<file path="src/rtl/dp_sem_pkg.sv">
package dp_sem_pkg;
  typedef enum logic [1:0] {
    OWN_NONE  = 2'd0,
    OWN_LEFT  = 2'd1,
    OWN_RIGHT = 2'd2
  } sem_owner_e;
endpackage

</file>
<file path="src/rtl/dp_sem_port.sv">
module dp_sem_port #(
  parameter int NUM_SEM    = 8,
  parameter int BUS_ADDR_W = 15,
  parameter int DATA_W     = 16,
  localparam int IDX_W     = $clog2(NUM_SEM)
) (
  input  logic               clk_i,
  input  logic               rst_ni,
  input  logic               sem_ni,
  input  logic               ce_ni,
  input  logic [BUS_ADDR_W-1:0] addr_i,
  input  logic               rw_i,
  input  logic               oe_ni,
  input  logic               din_i,
  input  logic [NUM_SEM-1:0] view_i,
  output logic [NUM_SEM-1:0] req_o,
  output logic [NUM_SEM-1:0] rel_o,
  output logic               rd_o,
  output logic [DATA_W-1:0]  dout_o
);
  logic             acc;
  logic             wr;
  logic [IDX_W-1:0] idx;

  assign acc  = ~sem_ni & ce_ni;
  assign wr   = acc & ~rw_i;
  assign rd_o = acc & rw_i & ~oe_ni;
  assign idx  = addr_i[IDX_W-1:0];

  for (genvar i = 0; i < NUM_SEM; i++) begin : g_dec
    assign req_o[i] = wr & (idx == IDX_W'(i)) & ~din_i;
    assign rel_o[i] = wr & (idx == IDX_W'(i)) &  din_i;
  end

  // output register: holds until this port reads again
  always_ff @(posedge clk_i or negedge rst_ni) begin
    if (!rst_ni)   dout_o <= '1;
    else if (rd_o) dout_o <= {DATA_W{view_i[idx]}};
  end
endmodule

</file>
<file path="src/rtl/dp_sem_cell.sv">
module dp_sem_cell #(
  parameter bit TIE_LEFT = 1'b1
) (
  input  logic clk_i,
  input  logic rst_ni,
  input  logic req_l_i,
  input  logic rel_l_i,
  input  logic req_r_i,
  input  logic rel_r_i,
  output logic view_l_o,
  output logic view_r_o
);
  import dp_sem_pkg::*;

  sem_owner_e own_q, own_d;
  logic       pend_l_q, pend_l_d;
  logic       pend_r_q, pend_r_d;

  always_comb begin
    own_d    = own_q;
    pend_l_d = pend_l_q;
    pend_r_d = pend_r_q;
    unique case (own_q)
      OWN_NONE: begin
        pend_l_d = 1'b0;
        pend_r_d = 1'b0;
        if (req_l_i && req_r_i) begin
          if (TIE_LEFT) begin own_d = OWN_LEFT;  pend_r_d = 1'b1; end
          else          begin own_d = OWN_RIGHT; pend_l_d = 1'b1; end
        end else if (req_l_i) begin
          own_d = OWN_LEFT;
        end else if (req_r_i) begin
          own_d = OWN_RIGHT;
        end
      end
      OWN_LEFT: begin
        pend_l_d = 1'b0;
        if (req_r_i) pend_r_d = 1'b1;
        if (rel_r_i) pend_r_d = 1'b0;
        if (rel_l_i) begin
          own_d    = pend_r_d ? OWN_RIGHT : OWN_NONE;
          pend_r_d = 1'b0;
        end
      end
      OWN_RIGHT: begin
        pend_r_d = 1'b0;
        if (req_l_i) pend_l_d = 1'b1;
        if (rel_l_i) pend_l_d = 1'b0;
        if (rel_r_i) begin
          own_d    = pend_l_d ? OWN_LEFT : OWN_NONE;
          pend_l_d = 1'b0;
        end
      end
      default: begin
        own_d    = OWN_NONE;
        pend_l_d = 1'b0;
        pend_r_d = 1'b0;
      end
    endcase
  end

  always_ff @(posedge clk_i or negedge rst_ni) begin
    if (!rst_ni) begin
      own_q    <= OWN_NONE;
      pend_l_q <= 1'b0;
      pend_r_q <= 1'b0;
    end else begin
      own_q    <= own_d;
      pend_l_q <= pend_l_d;
      pend_r_q <= pend_r_d;
    end
  end

  assign view_l_o = (own_q != OWN_LEFT);
  assign view_r_o = (own_q != OWN_RIGHT);
endmodule

</file>
<file path="src/rtl/dp_semaphore.sv">
module dp_semaphore #(
  parameter int NUM_SEM    = 8,
  parameter int BUS_ADDR_W = 15,
  parameter int DATA_W     = 16,
  parameter bit TIE_LEFT   = 1'b1
) (
  input  logic                  clk_i,
  input  logic                  rst_ni,
  input  logic                  l_sem_ni,
  input  logic                  l_ce_ni,
  input  logic [BUS_ADDR_W-1:0] l_addr_i,
  input  logic                  l_rw_i,
  input  logic                  l_oe_ni,
  input  logic                  l_din_i,
  output logic [DATA_W-1:0]     l_dout_o,
  input  logic                  r_sem_ni,
  input  logic                  r_ce_ni,
  input  logic [BUS_ADDR_W-1:0] r_addr_i,
  input  logic                  r_rw_i,
  input  logic                  r_oe_ni,
  input  logic                  r_din_i,
  output logic [DATA_W-1:0]     r_dout_o
);
  logic [NUM_SEM-1:0] l_req, l_rel, r_req, r_rel;
  logic [NUM_SEM-1:0] l_view, r_view;
  logic               l_rd, r_rd;

  dp_sem_port #(.NUM_SEM(NUM_SEM), .BUS_ADDR_W(BUS_ADDR_W), .DATA_W(DATA_W)) u_port_l (
    .clk_i(clk_i), .rst_ni(rst_ni), .sem_ni(l_sem_ni), .ce_ni(l_ce_ni),
    .addr_i(l_addr_i), .rw_i(l_rw_i), .oe_ni(l_oe_ni), .din_i(l_din_i),
    .view_i(l_view), .req_o(l_req), .rel_o(l_rel), .rd_o(l_rd), .dout_o(l_dout_o)
  );

  dp_sem_port #(.NUM_SEM(NUM_SEM), .BUS_ADDR_W(BUS_ADDR_W), .DATA_W(DATA_W)) u_port_r (
    .clk_i(clk_i), .rst_ni(rst_ni), .sem_ni(r_sem_ni), .ce_ni(r_ce_ni),
    .addr_i(r_addr_i), .rw_i(r_rw_i), .oe_ni(r_oe_ni), .din_i(r_din_i),
    .view_i(r_view), .req_o(r_req), .rel_o(r_rel), .rd_o(r_rd), .dout_o(r_dout_o)
  );

  for (genvar i = 0; i < NUM_SEM; i++) begin : g_cell
    dp_sem_cell #(.TIE_LEFT(TIE_LEFT)) u_cell (
      .clk_i(clk_i), .rst_ni(rst_ni),
      .req_l_i(l_req[i]), .rel_l_i(l_rel[i]),
      .req_r_i(r_req[i]), .rel_r_i(r_rel[i]),
      .view_l_o(l_view[i]), .view_r_o(r_view[i])
    );
  end
endmodule

</file>
<file path="config.mk">
export PLATFORM = sky130hd
export DESIGN_NAME = dp_semaphore
export DESIGN_NICKNAME = d
export VERILOG_FILES = /design/src/rtl/dp_sem_pkg.sv /design/src/rtl/dp_sem_port.sv /design/src/rtl/dp_sem_cell.sv /design/src/rtl/dp_semaphore.sv
export SDC_FILE = /design/constraint.sdc
export NUM_CORES = 1
export LEC_CHECK = 0
export ABC_CLOCK_PERIOD_IN_PS = 2400
export BUFFER_PORTS_ARGS = -buffer_cell sky130_fd_sc_hd__buf_2
export CAP_MARGIN = 40
export CORE_UTILIZATION = 45
export CTS_BUF_LIST = sky130_fd_sc_hd__clkbuf_4 sky130_fd_sc_hd__clkbuf_8
export DETAILED_ROUTE_END_ITERATION = 8
export PLACE_DENSITY = 0.71
export SLEW_MARGIN = 20
export SYNTH_ARGS = -nofsm -noshare
export SYNTH_HDL_FRONTEND = slang
export SYNTH_SLANG_ARGS = --single-unit
export TNS_END_PERCENT = 50
</file>
<file path="constraint.sdc">
create_clock -name clk_i -period 2.4 [get_ports clk_i]
set_input_delay 0.36 -clock clk_i [delete_from_list [all_inputs] [get_ports clk_i]]
set_output_delay 0.36 -clock clk_i [all_outputs]
set_load 0.01 [all_outputs]
</file>
==> results.ini <==
[outcome]
status = finished, final reports clean

[sta]
fin_crit_sh = 0.835
fin_crit_ps = 2000
finalClockSkew_ps = 11.7
fmax_mhz = 499
setup_viol = 0
setup_ws_ps = 397
hold_viol_final = 0
relSlewSlack = 0.574
rsz0062_at_grt = false
slew_viol_final = 0
tightest_slew_ps = 630
finalSetupTns_ps = 0

[synth]
synth_edf_count = 0
yosys-top-cells-count = dfrtp_1, buf_4, nor2_1, nand2_1, nor3_1
synth_ff_type = dfrtp_1
netlist_area_um2 = 2540
synth.area.top_cells = dfrtp_1, buf_4, nor3_1
synthDistinctLibCells = 59
avgSynthCellArea_um2 = 8.29
yosysSeqAreaShare = 0.335
syn_nets = 349
synth_async_sr_flop_share = 1.00
yosys.area.top_type_share = 0.315
synthCells = 307
yosysMostFrequentCell = dfrtp_1
ys_seq_elements = 34
synth-warning-count = 0
synth_top_cell_by_area = dfrtp_1

[floorplanning]
die_area_um2 = 5960
die_x_um = 77.2
start_util = 0.465
io_pins = 74
die_y_um = 77.2
core_area_um2 = 5470
rows = 27

[clock_tree]
cts.htree.levels = 2
clk_pin_slew_ps = 70
clockBufferDepth = 2
post_cts_buffers = 0
cts-buffers-inserted = 5
cts-root-buf = clkbuf_8
clock_latency_ps = 290
cts_resized = 0
cts_tree = yes
clkSinkCount = 34
postCtsHoldBufs = 0

[global_route]
antenna_found_initial = 0
grt_usage = 0.236
grt_max_degree = 35
overflow = 0
grt_pass1_vias = 2190
grt_pass1_wl_mm = 11.1

[setup_path]
crit_type = in2reg
reg2reg_slack_ps = 800
start_kind = primary input
rr_endpoint = u_port_r.dout_o[0]
crit_arrival_ps = 2160
cpMaxStageDelayCell = or4b_1
critPathCaptureType = register
slowest_delay_ps = 710
worstPathRequired_ps = 2550
critPathMaxFanout = 9
r2r-start = g_cell[1].u_cell.own_q[0]
rr_worst_depth = 4
path_cells = buf_2, or4b_1, buf_4, nor3_1, o21ai_0, o311ai_0

[pwr]
switching_share = 0.375
pwr-share-comb = 0.331
intPower_mw = 1.14
pwr-share-clk = 0.222
power.density_nw_per_um2 = 658
p_seq_frac = 0.447
ir_drop_mv = 0.269
leakage_nw = 1.08
power_mw = 1.82
p_sw_uw = 681

[job]
drv_cap = 0

[detailed_routing]
drt-initial-drc-count = 257
wire_per_inst_um = 17.1
via_per_inst = 6.21
drcViolationCount = 0
wirelength_mm = 6.82
detail_route.first_pass.iterations = 5
final_antenna_net_count = 0
vias = 2471

[layout]
num_antenna_cells = 0
final_cells = 398
nets = 368
final_layout_size_suffix_gt1_frac = 0.224
syn2layout_area_growth_pct = 8.46

[place]
dp.final_hpwl_mm = 4.90
gp_congestion = 0.866
io_buffers = 49
pre_cts_ws_ps = 127
place_inst = 390

[worst_hold_path]
worst_hold_path_type = in2async

[power groups by stage]
stage                     registers [mW]  logic, mW  clock network (mW)
final                              0.811      0.602               0.404
after global routing               0.830      0.658               0.448
after CTS                          0.807      0.598               0.420
after detailed placement           0.817      0.597                   0
after global placement             0.809      0.585                   0
after floorplan                    0.763      0.574                   0
[placed cells by master (no fill, tap or decap), drive strengths merged, types with 4 or more instances in the layout]
master and n:
nor2 24, or3 7, a211oi 5, nand2 23, o21ai 14, nand2b 9
dfrtp 32, nor3 19, or4 4, nand3 9, buf 58, o22ai 4
a31oi 12, inv 6, a21oi 15, clkbuf 5, nor2b 11
[worst max-delay path by stage]
stage	to	slack (ps)	start	depth (start not counted)
after floorplan	g_cell[4].u_cell.pend_r_q	480	r_addr_i[1]	5
after global placement	g_cell[5].u_cell.own_q[0]	180	r_addr_i[1]	6
after detailed placement	g_cell[5].u_cell.own_q[1]	130	r_addr_i[1]	6
after CTS	g_cell[5].u_cell.own_q[1]	390	r_addr_i[1]	6
after global routing	g_cell[5].u_cell.own_q[1]	210	r_addr_i[1]	6
final	g_cell[5].u_cell.own_q[1]	400	r_addr_i[1]	6
[metal layers]
| metal | track usage | vias to the layer above | wire length [µm] |
|---|---|---|---|
| met3 | 0.0571 | 13 | 507 |
| met5 | 0 | - | 0 |
| li1 | - | 1154 | - |
| met1 | 0.328 | 1177 | 3160 |
| met2 | 0.363 | 127 | 3070 |
| met4 | 0.0642 | 0 | 85 |
[area by class of cell]
class	instances	area, µm²
clock inverter	2	10.0
inverter	7	26.3
timing repair buffer	58	333
tap	72	90.1
clock buffer	5	68.8
fill	541	2710
sequential	34	853
multi-input combinational	220	1380
[registers in the layout, indices dropped and copies added (netlist names)]
name	flops
u_port_r.dout_o	1
u_port_l.dout_o	1
g_cell.u_cell.pend_r_q	8
g_cell.u_cell.own_q	16
g_cell.u_cell.pend_l_q	8
[worst max-delay path: cells and delay by family]
family	cells	cell delay [ps]
compound gates	2	540
buf+inv	2	400
simple gates	2	860
[logic make-up (layout without fill, tap and decap cells)]
logic type,after synthesis,after routing,share of synthesized area
simple gates,131,131,0.287
compound gates,85,85,0.228
buf+inv,53,72,0.123
flops,34,34,0.335
mux,3,3,0.0231
xor+xnor,1,1,0.00344
[through the flow]
stage          utilization  instance area (µm²)  hold WS, ps
2_1_floorplan            -                 2540         64.4
3_3_place_gp         0.485                 2650          484
3_5_place_dp         0.485                 2650          493
4_1_cts              0.499                 2730          186
5_1_grt              0.504                 2760         17.5
6_report             0.504                 2760         3.28
Power figures use the tool's default switching activity.
